[config.mk]
export PLATFORM = sky130hd
export DESIGN_NAME = gf2h_horner_mul
export DESIGN_NICKNAME = d
export VERILOG_FILES = /design/src/rtl/gf2h_pkg.sv /design/src/rtl/gf2h_digit_mul.sv /design/src/rtl/gf2h_const_mul.sv /design/src/rtl/gf2h_seq.sv /design/src/rtl/gf2h_horner_mul.sv
export SDC_FILE = /design/constraint.sdc
export NUM_CORES = 1
export LEC_CHECK = 0
export ABC_AREA = 0
export ABC_CLOCK_PERIOD_IN_PS = 3300
export BUFFER_PORTS_ARGS = -buffer_cell sky130_fd_sc_hd__buf_2
export CORE_MARGIN = 8
export CORE_UTILIZATION = 55
export CTS_CLUSTER_DIAMETER = 80
export DETAILED_ROUTE_END_ITERATION = 8
export GPL_ROUTABILITY_DRIVEN = 1
export GPL_TIMING_DRIVEN = 0
export PLACE_DENSITY = 0.78
export SYNTH_ARGS = -nofsm -noshare
export SYNTH_HDL_FRONTEND = slang
export SYNTH_SLANG_ARGS = --single-unit
export TNS_END_PERCENT = 20
[constraint.sdc]
create_clock -name clk -period 3.3 [get_ports clk]
set_input_delay 0.495 -clock clk [delete_from_list [all_inputs] [get_ports clk]]
set_output_delay 0.495 -clock clk [all_outputs]
set_load 0.02 [all_outputs]
[src/rtl/gf2h_pkg.sv]
package gf2h_pkg;

   typedef enum logic [1:0] {
      OP_IDLE  = 2'd0,
      OP_ACC   = 2'd1,
      OP_SHIFT = 2'd2,
      OP_FINAL = 2'd3
   } step_e;

   function automatic int pop32(input logic [31:0] v);
      int n;
      n = 0;
      for (int k = 0; k < 32; k++) n += int'(v[k]);
      return n;
   endfunction

endpackage

[src/rtl/gf2h_digit_mul.sv]
module gf2h_digit_mul #(
   parameter int W    = 8,
   parameter bit KARA = 1'b0
) (
   input  logic [W-1:0]   x,
   input  logic [W-1:0]   y,
   output logic [2*W-1:0] p
);
   localparam int H = W / 2;

   generate
      if (KARA) begin : g_split
         if ((W % 2) != 0 || W < 2) begin : g_bad
            $error("gf2h_digit_mul: split variant needs an even width");
         end
         logic [2*H-1:0] m_lo, m_hi, m_mid, mid;
         gf2h_digit_mul #(.W(H), .KARA(1'b0)) u_lo (
            .x(x[H-1:0]), .y(y[H-1:0]), .p(m_lo));
         gf2h_digit_mul #(.W(H), .KARA(1'b0)) u_hi (
            .x(x[W-1:H]), .y(y[W-1:H]), .p(m_hi));
         gf2h_digit_mul #(.W(H), .KARA(1'b0)) u_mid (
            .x(x[H-1:0] ^ x[W-1:H]), .y(y[H-1:0] ^ y[W-1:H]), .p(m_mid));
         assign mid = m_lo ^ m_hi ^ m_mid;
         assign p = {m_hi, m_lo} ^ ({{W{1'b0}}, mid} << H);
      end else begin : g_school
         always_comb begin
            p = '0;
            for (int i = 0; i < W; i++)
               for (int j = 0; j < W; j++)
                  p[i+j] = p[i+j] ^ (x[i] & y[j]);
         end
      end
   endgenerate

endmodule

[src/rtl/gf2h_const_mul.sv]
module gf2h_const_mul #(
   parameter int             W  = 16,
   parameter int             D  = 8,
   parameter logic [D-1:0]   P0 = 8'hC3
) (
   input  logic [W-1:0]   x,
   output logic [W+D-1:0] y
);
   always_comb begin
      y = '0;
      for (int k = 0; k < D; k++)
         if (P0[k]) y = y ^ ({{D{1'b0}}, x} << k);
   end
endmodule

[src/rtl/gf2h_seq.sv]
module gf2h_seq
   import gf2h_pkg::*;
#(
   parameter int M = 4
) (
   input  logic  clk,
   input  logic  rst_n,
   input  logic  start,
   output step_e step,
   output logic  load,
   output logic  done
);
   localparam int JW = $clog2(M);
   localparam int LW = $clog2(M * M + 1) + 1;

   logic          busy_q;
   logic [JW-1:0] j_q, i_q;
   logic [LW-1:0] lat_q;

   always_comb begin
      load = start && !busy_q;
      if (!busy_q)                 step = OP_IDLE;
      else if (j_q != JW'(M - 1))  step = OP_ACC;
      else if (i_q != '0)          step = OP_SHIFT;
      else                         step = OP_FINAL;
   end

   always_ff @(posedge clk) begin
      if (!rst_n) begin
         busy_q <= 1'b0;
         j_q    <= '0;
         i_q    <= '0;
         done   <= 1'b0;
         lat_q  <= '0;
      end else begin
         done <= (step == OP_FINAL);
         if (load) begin
            busy_q <= 1'b1;
            j_q    <= '0;
            i_q    <= JW'(M - 1);
            lat_q  <= '0;
         end else if (busy_q) begin
            lat_q <= lat_q + 1'b1;
            if (j_q == JW'(M - 1)) begin
               j_q <= '0;
               if (i_q == '0) busy_q <= 1'b0;
               else           i_q    <= i_q - 1'b1;
            end else begin
               j_q <= j_q + 1'b1;
            end
         end
      end
   end

   assert_latency_R2: assert property (@(posedge clk) disable iff (!rst_n)
      (step == OP_FINAL) |-> (lat_q == LW'(M * M - 1)));
   assert_done_pulse_R4: assert property (@(posedge clk) disable iff (!rst_n)
      done |=> !done);
   assert_start_ignored_R3: assert property (@(posedge clk) disable iff (!rst_n)
      (busy_q && start && j_q != JW'(M - 1)) |=> (busy_q && j_q == $past(j_q) + 1'b1));

endmodule

[src/rtl/gf2h_horner_mul.sv]
module gf2h_horner_mul
   import gf2h_pkg::*;
#(
   parameter int           M    = 4,
   parameter int           D    = 8,
   parameter logic [D-1:0] P0   = 8'hC3,
   parameter bit           KARA = 1'b0,
   localparam int          N    = M * D
) (
   input  logic         clk,
   input  logic         rst_n,
   input  logic         start,
   input  logic [N-1:0] op_a,
   input  logic [N-1:0] op_b,
   output logic         done,
   output logic [N-1:0] result
);
   localparam int P0_TERMS = pop32(32'(P0));

   generate
      if (M < 3) begin : g_bad_m
         $error("gf2h_horner_mul: M must be at least 3");
      end
      if (D < 2 || D > 32) begin : g_bad_d
         $error("gf2h_horner_mul: D must lie in 2..32");
      end
      if (P0_TERMS < 1 || P0_TERMS > 4) begin : g_bad_p0
         $error("gf2h_horner_mul: P0 needs one to four terms");
      end
   endgenerate

   step_e        step;
   logic         load;
   logic [D-1:0] a_q [M];
   logic [D-1:0] b_q [M];
   logic [D-1:0] c_q [M];

   logic [2*D-1:0] prod, temp, y3;
   logic [3*D-1:0] y2;
   logic [D-1:0]   ul, uh;

   gf2h_seq #(.M(M)) u_seq (
      .clk(clk), .rst_n(rst_n), .start(start),
      .step(step), .load(load), .done(done));

   gf2h_digit_mul #(.W(D), .KARA(KARA)) u_dmul (
      .x(a_q[0]), .y(b_q[M-1]), .p(prod));

   assign ul   = prod[D-1:0];
   assign uh   = prod[2*D-1:D];
   assign temp = prod ^ {{D{1'b0}}, c_q[0]};

   gf2h_const_mul #(.W(2*D), .D(D), .P0(P0)) u_fold_shift (.x(temp), .y(y2));
   gf2h_const_mul #(.W(D),   .D(D), .P0(P0)) u_fold_final (.x(uh),   .y(y3));

   always_ff @(posedge clk) begin
      if (!rst_n) begin
         for (int k = 0; k < M; k++) begin
            a_q[k] <= '0;
            b_q[k] <= '0;
            c_q[k] <= '0;
         end
      end else if (load) begin
         for (int k = 0; k < M; k++) begin
            a_q[k] <= op_a[k*D +: D];
            b_q[k] <= op_b[k*D +: D];
            c_q[k] <= '0;
         end
      end else begin
         case (step)
            OP_ACC: begin
               for (int k = 0; k < M; k++) begin
                  a_q[k] <= a_q[(k+1)%M];
                  c_q[k] <= c_q[(k+1)%M];
               end
               c_q[M-1] <= c_q[0] ^ ul;
               c_q[0]   <= c_q[1] ^ uh;
            end
            OP_SHIFT: begin
               for (int k = 0; k < M; k++) a_q[k] <= a_q[(k+1)%M];
               for (int k = 1; k < M; k++) b_q[k] <= b_q[k-1];
               b_q[0] <= '0;
               c_q[0] <= y2[D-1:0];
               c_q[1] <= c_q[1] ^ y2[2*D-1:D];
               c_q[2] <= c_q[2] ^ y2[3*D-1:2*D];
            end
            OP_FINAL: begin
               for (int k = 0; k < M; k++) begin
                  a_q[k] <= a_q[(k+1)%M];
                  c_q[k] <= c_q[(k+1)%M];
               end
               c_q[M-1] <= c_q[0] ^ ul;
               c_q[0]   <= c_q[1] ^ y3[D-1:0];
               c_q[1]   <= c_q[2] ^ y3[2*D-1:D];
            end
            default: ;
         endcase
      end
   end

   always_comb begin
      for (int k = 0; k < M; k++) result[k*D +: D] = c_q[k];
   end

   assert_final_done_R2: assert property (@(posedge clk) disable iff (!rst_n)
      (step == OP_FINAL) |=> done);
   assert_result_hold_R6: assert property (@(posedge clk) disable iff (!rst_n)
      (step == OP_IDLE && !start) |=> $stable(result));
   assert_load_clears_R1: assert property (@(posedge clk) disable iff (!rst_n)
      load |=> (step == OP_ACC && result == '0));

endmodule

After elaboration in Yosys (flattened, before gate mapping)

Memory sizes are Yosys's and may differ from the RTL's.
Cells that the tools add are included.

Register bits: 6
Logic and storage cells: 266
RAM bits: 96
Input bits: 67
Memories: 3

Memory list:

| memory | words | width | read ports | clocked after memory_dff | wr ports | RTL line              | source |
|---|---|---|---|---|---|---|---|
| a_q    | 4     | 8     | 4          | 0                        | 4        | gf2h_horner_mul.sv:34 | `logic [D-1:0] a_q [M];` |
| b_q    | 4     | 8     | 4          | 0                        | 4        | gf2h_horner_mul.sv:35 | `logic [D-1:0] b_q [M];` |
| c_q    | 4     | 8     | 4          | 0                        | 4        | gf2h_horner_mul.sv:36 | `logic [D-1:0] c_q [M];` |

Reduce and logical (&&, ||, !) cells: 8
Multiplexer cells: 72
$add $sub $neg: 2
Eq/ne operators: 6
Bitwise logic cells: 171

Operators by type and width:

| cell                                                | number |
|---|---|
| 2-to-1 mux 8 bit                                    | 44 |
| AND 1 bit                                           | 64 |
| bitwise XOR 1 bit                                   | 49 |
| bitwise OR 1 bit                                    | 44 |
| bitwise XOR 8 bit                                   | 5 |
| bitwise XOR 24 x 21 -> 24 bit                       | 1 |
| bitwise XOR 24 x 22 -> 24 bit                       | 1 |
| 2-to-1 mux 1 bit                                    | 21 |
| bitwise XOR 15 x 16 -> 16 bit                       | 1 |
| bitwise XOR 16 x 13 -> 16 bit                       | 1 |
| bitwise XOR 16 x 14 -> 16 bit                       | 1 |
| bitwise XOR 15 x 8 -> 15 bit                        | 1 |
| 2-to-1 mux 2 bit                                    | 7 |
| bitwise XOR 7 x 8 -> 8 bit                          | 1 |
| bitwise XOR 8 x 7 -> 8 bit                          | 1 |
| equality test 2 bit, second input constant          | 3 |
| nonzero test 2 bit                                  | 3 |
| inequality test 2 bit, second input constant        | 2 |
| AND reduction 3 bit                                 | 1 |
| adder 2 x 1 -> 2 bit, second input constant         | 1 |
| equality test 2 x 1 -> 1 bit, second input constant | 1 |
| zero test 2 bit                                     | 1 |
| OR reduction 2 bit                                  | 1 |
| subtractor 2 x 1 -> 2 bit, second input constant    | 1 |
| 3 further kinds                                     | 3 |

Depth between registers and ports, before layout

Gate-level depths: netlist of the first run.
An unclocked memory read counts as a cell.

Word-level depth: 17
Mapped depth: 8
Gate-level depth less buffers: 7

Hierarchy

Synthesis of the first run repeated with hierarchy kept, for this count alone.

Cells, all modules: 548
Area, all modules: 6138.4 µm²

By module, submodules not included:

| module                        | area each (µm²) | times used | sequential area each (µm²) | cells each |
|---|---|---|---|---|
| gf2h_horner_mul               | 4541.9          | 1          | 2802.7                     | 333 |
| gf2h_digit_mul                | 795.8           | 1          | 0.0                        | 128 |
| gf2h_const_mul (u_fold_shift) | 321.6           | 1          | 0.0                        | 36 |
| gf2h_seq                      | 317.8           | 1          | 120.1                      | 32 |
| gf2h_const_mul (u_fold_final) | 161.4           | 1          | 0.0                        | 19 |

Worst setup path after synthesis of the first run

No wires, ideal clock.

Path type: register to register
Start: mem a_q[0][3]
End: mem c_q[0][7] (data pin)
Required time: 3.039 ns
Stages on the path, launching flop included: 9
Arrival: 1.940 ns
Setup slack: 1.099 ns
Path buffers: 1
Clock period less this slack: 2.201 ns
Path through: edfxtp_1 -> buf_6 -> nand2_1 -> xor2_1 -> xnor3_2 -> xor3_2 -> o21ai_1 -> a22oi_1 -> nand3_1

RTL lines:

| element         | RTL line |
|---|---|
| start, declared | gf2h_horner_mul.sv:34 |
| end, declared   | gf2h_horner_mul.sv:36 |

==> results.yml, run 1 <==
outcome:
  status: "completed"
logic_synthesis:
  synth.avg_cell_area_um2: 10.9
  synth_edf_count: 88
  synth_ff_type: "edfxtp_1"
  syn_area_um2: 5810
  ys_seq_elements: 102
  ys_seq_area_frac: 0.503
  synth.distinct_cells: 42
  synth_cells: 533
  synth_fp_nets: 602
  synth-async-reset-ratio: 0
  yosysWarnings: 0
sta:
  finClkSkew_ns: 0.0167
  fin_crit_sh: 0.785
  hold_slack_ns: 0.339
  hold_violations: 0
  rsz0062_at_grt: "false"
  period_needed_ns: 2.59
  maxSlewViolCount: 0
  worstMarginPinSlew_ns: 1.12
  max_freq_mhz: 386
  setup_ws_ns: 0.710
  relSlewSlack: 0.244
  tns_ns: 0
  setup_viol_count_final: 0
worst_setup_path:
  worstPathArrival_ns: 2.73
  critPathMaxFanout: 10
  end_kind: "flip-flop"
  worstPathRequired_ns: 3.44
  crit_type: "flip-flop to flip-flop"
  start_kind: "flip-flop"
final_layout:
  area_growth_pct: 14.3
  num_antenna_cells: 0
  fin_nets: 711
  mostFrequentLayoutCells: "110 x nand2_1, 102 x buf_2, 88 x edfxtp_1"
  finalCoreUtilization: 0.646
  instances_no_fill: 783
  final_common_cell: "nand2_1"
  design_area_um2: 6640
  drive_above_1_share: 0.229
global_routing:
  grt_start_max_net_pins: 18
  grt_pass1_vias: 4650
  globalRouteOverflowTotal: 0
  grt_util_all_layers: 0.210
  antenna_found_initial: 0
  grt_pass1_wl_mm: 23.5
die:
  io-pin-count: 100
  die_x_um: 119
  dieArea_um2: 14100
  fp.coreArea_um2: 10300
  chipHeight_um: 119
  initial_utilization: 0.565
  rows: 37
route:
  final_antenna_net_count: 0
  vias: 4522
  top_layer: "met4"
  dr.pass1.iters: 5
  drt_iter0_markers: 408
  viasPerCell: 5.78
  drt-met1-wl_mm: 6.23
  met2WireLength_mm: 7.43
  drcViolationCount: 0
  wl_met3_mm: 1.00
  drt-total-wl_mm: 14.9
  post_drt_wl_per_cell_um: 19.1
clock_tree:
  cts_buffers: 9
  cts_tree: "done"
  clock-root-buffer: "clkbuf_8"
  postCtsHoldBufs: 0
  cts.sinks: 102
  clk_latency_ns: 0.38
  post_cts_buffers: 0
  ctsHtreeMaxLevel: 3
  cts.clk_slew.worst_paths_ns: 0.11
  cts_buffer_depth: 2
  ctsResizeCount: 0
power_and_ir_drop:
  power_density_nw_per_um2: 484
  total_power_mw: 3.21
  p_leak_nw: 2.77
  ir_drop_mv: 0.315
run:
  maxCapViolations: 0
place:
  postPlaceCellArea_um2: 6470
  io_buffers: 98
  place_ws_ns: 0.622
  dp_hpwl_mm: 11.0
  gp_congestion: 0.863
  dp_cells: 767
hold_path:
  worstHoldPathType: "input pin to flip-flop"
## path summary, 6_finish.rpt
check | depth (start not counted) | slack [ns] | to | start
setup / recovery | 7 | 0.71 | c_q[0][5] | u_seq.j_q[0]
hold / removal | 3 | 0.34 | b_q[0][5] | op_b[5]
setup reg to reg | 7 | 0.71 | c_q[0][5] | u_seq.j_q[0]
hold reg to reg | 2 | 0.47 | b_q[0][5] | b_q[0][5]
## flip-flops by register name (all words and copies together) (netlist names)
signal / cells
a_q: 32
b_q: 32
c_q: 32
u_seq.busy_q: 1
u_seq.done: 1
u_seq.i_q: 2
u_seq.j_q: 2
## power breakdown
group          switching (mW)  internal [mW]
Combinational           0.522          0.388
Sequential             0.0467           1.51
Clock                   0.467          0.284
## kinds of logic after synthesis
kind of cell               synth area share
adders and majority gates           0.00431
xor gates and xnor gates              0.192
AOI/OAI and AO/OA                     0.133
DFF                                   0.503
muxes                               0.00172
and+or+nand+nor                       0.126
buffers and inverters                0.0409
## critical path: stages (launching register included)
cell      delay, ns
dfxtp_1        0.38
ha_1           0.32
nor2b_1        0.29
nand2_1        0.17
nor2_1         0.35
clkbuf_1       0.56
nand2_1        0.09
o21ai_0        0.19
## metal layers
| metal | vias to the layer above | GRT usage |
|---|---|---|
| met3 | 29 | 0.0462 |
| met2 | 193 | 0.355 |
| met1 | 2231 | 0.259 |
| li1 | 2069 | - |
| met5 | - | 0 |
| met4 | 0 | 0.0767 |
## area by class of cell
type	instances	area, um^2
Fill cell	848	3630
Timing Repair Buffer	98	490
Tap cell	136	170
Clock buffer	11	131
Buffer	41	223
Sequential cell	102	2920
Inverter	4	15.0
Clock inverter	5	41.3
Multi-Input combinational cell	386	2650
## synth_stat cells (all sizes together), types with 2 or more instances
cell type  number  area share
edfxtp         88        0.45
nand3           8      0.0069
nor2           38       0.025
o221ai          2      0.0030
o21ai          23       0.020
xnor2          53       0.092
nand2         113       0.074
nor3b           3      0.0039
a22oi           5      0.0065
ha              2      0.0043
a21oi          26       0.022
dfxtp          14       0.048
xor2           32       0.056
nor2b           2      0.0022
xnor3          10       0.040
nand2b          4      0.0043
and2            7      0.0075
a22o           49       0.074
buf            18       0.023
inv             3      0.0019
clkbuf         23       0.015
Power figures use the tool's default switching activity.
==> run 2, diff against run 1 <==
Settings changed: ABC_CLOCK_PERIOD_IN_PS 3300 to 2400.
Clock period 3.3 ns to 2.4 ns, I/O delays scaled along.
==> run 2 against run 1 <==
  * The flow now finishes with violations (negative setup slack)
  * Non-clock buffer count rose by 20
  * Critical path depth up 1
  * Flip-flop and latch count unchanged
  * Sequential share of layout area shrank 2.1 points
  * Via count increased by 2.5%
  * Routed wire length rose by 5.4%
  * Sequential power up 38%
  * First-iteration DRC count up 17%
==> results.yml, run 2 (synthesized netlist as in run 1, its figures left out) <==
outcome:
  status: "complete, but fails checks"
  violations: "negative setup slack"
final_layout:
  finalCoreUtilization: 0.678
  num_antenna_cells: 0
  fillers: 780
  reg_top3: "a_q (32), b_q (32), c_q (32)"
  layout.area.seq_um2: 2920
  multi_input_area_um2: 2800
  fin_nets: 731
  final_common_cell: "nand2_1"
  design_area_um2: 6970
  drive_above_1_share: 0.283
  area_growth_pct: 20.0
  mostFrequentLayoutCells: "108 x nand2_1, 101 x buf_2, 88 x edfxtp_1"
die:
  io-pin-count: 100
  rows: 37
  initial_utilization: 0.565
  fp.coreArea_um2: 10300
  dieArea_um2: 14100
  die_x_um: 119
  chipHeight_um: 119
sta:
  rsz0062_at_grt: "true"
  maxSlewViolCount: 0
  setup_ws_ns: -0.00465
  period_needed_ns: 2.40
  max_freq_mhz: 416
  fin_crit_sh: 1.00
  hold_violations: 0
  setup_viol_count_final: 3
  worstMarginPinSlew_ns: 0.723
  finClkSkew_ns: 0.0125
  tns_ns: -0.00897
  relSlewSlack: 0.515
route:
  post_drt_wl_per_cell_um: 19.6
  drt_iter0_markers: 479
  final_antenna_net_count: 0
  dr.pass1.iters: 5
  drt-total-wl_mm: 15.8
  vias: 4635
  drcViolationCount: 0
  viasPerCell: 5.77
global_routing:
  grt_pass1_vias: 4646
  grt_pass1_wl_mm: 23.5
  grt_util_all_layers: 0.210
  globalRouteOverflowTotal: 0
  grt_start_max_net_pins: 18
  antenna_found_initial: 0
place:
  postPlaceCellArea_um2: 6470
  dp_hpwl_mm: 11.0
  io_buffers: 98
  place_ws_ns: -0.143
  gp_congestion: 0.863
worst_setup_path:
  worstPathRequired_ns: 2.53
  worstPathArrival_ns: 2.54
  end_kind: "flip-flop"
  start_kind: "flip-flop"
  critPathMaxFanout: 9
  crit_type: "flip-flop to flip-flop"
clock_tree:
  ctsHtreeMaxLevel: 3
  cts_tree: "done"
  cts_buffer_depth: 2
  clk_latency_ns: 0.38
  cts.clk_slew.worst_paths_ns: 0.11
  cts.sinks: 102
  clock-root-buffer: "clkbuf_8"
  cts_buffers: 9
power_and_ir_drop:
  total_power_mw: 4.59
  p_leak_nw: 2.92
  ir_drop_mv: 0.437
  power_density_nw_per_um2: 659
hold_path:
  worstHoldPathType: "input pin to flip-flop"
run:
  maxCapViolations: 0
[run 2: cell count changes in the layout (fill, tap and decap cells not counted), sizes merged]
cell | before | now
clkbuf | 34 | 33
buf | 116 | 137
[run 2: what timing repair did]
item                                    4_1_cts  5_1_grt
hold buffers                                  0        0
gates cloned                                  0        1
pin swaps                                     2       13
endpoints found under the setup margin       16       40
setup buffers                                 0       20
resized for setup                             4       33
endpoints found under the hold margin         0        0
[run 2: final timing paths]
check / from / end / slack (ns) / cells past startpoint
worst max-delay path: a_q[0][0] / c_q[1][2] / -0.005 / 8
worst min-delay path: op_b[5] / b_q[0][5] / 0.20 / 3
worst max register to register: a_q[0][0] / c_q[1][2] / -0.005 / 8
worst min register to register: b_q[0][5] / b_q[0][5] / 0.47 / 2
[run 2: layout make-up]
cell class | count | area share
buffer | 40 | 0.0346
clock buffer | 11 | 0.0188
clock inverter | 5 | 0.00592
inverter | 4 | 0.00215
multi-input combinational | 386 | 0.402
sequential | 102 | 0.419
tap | 136 | 0.0244
timing repair buffer | 119 | 0.0932
[run 2: worst max-delay path: stages, from the launching register on]
cell      delay [ns]
edfxtp_1        0.37
buf_4           0.19
nand2_1         0.09
xnor3_1         0.42
xnor2_2         0.40
xor2_2          0.23
xor2_1          0.22
xnor2_1         0.15
o21ai_1         0.08
[run 2: metal layers]
layer | vias to the layer above | wire length (um) | GRT usage
met5 | - | 0 | 0
met4 | 0 | 277 | 0.0743
met3 | 33 | 1130 | 0.0457
met2 | 233 | 7940 | 0.356
met1 | 2268 | 6400 | 0.259
li1 | 2101 | - | -
[run 2: metrics by stage]
step,hold WS [ns],cells
3_5_place_dp,0.454,767
6_report,0.201,803
4_1_cts,0.205,783
2_1_floorplan,0.437,533
3_3_place_gp,0.443,767
5_1_grt,0.213,803
[run 2: power by group]
part	internal (mW)	switching, mW	total [mW]
clock network	0.390	0.644	1.03
registers	2.07	0.0684	2.14
logic	0.635	0.781	1.42
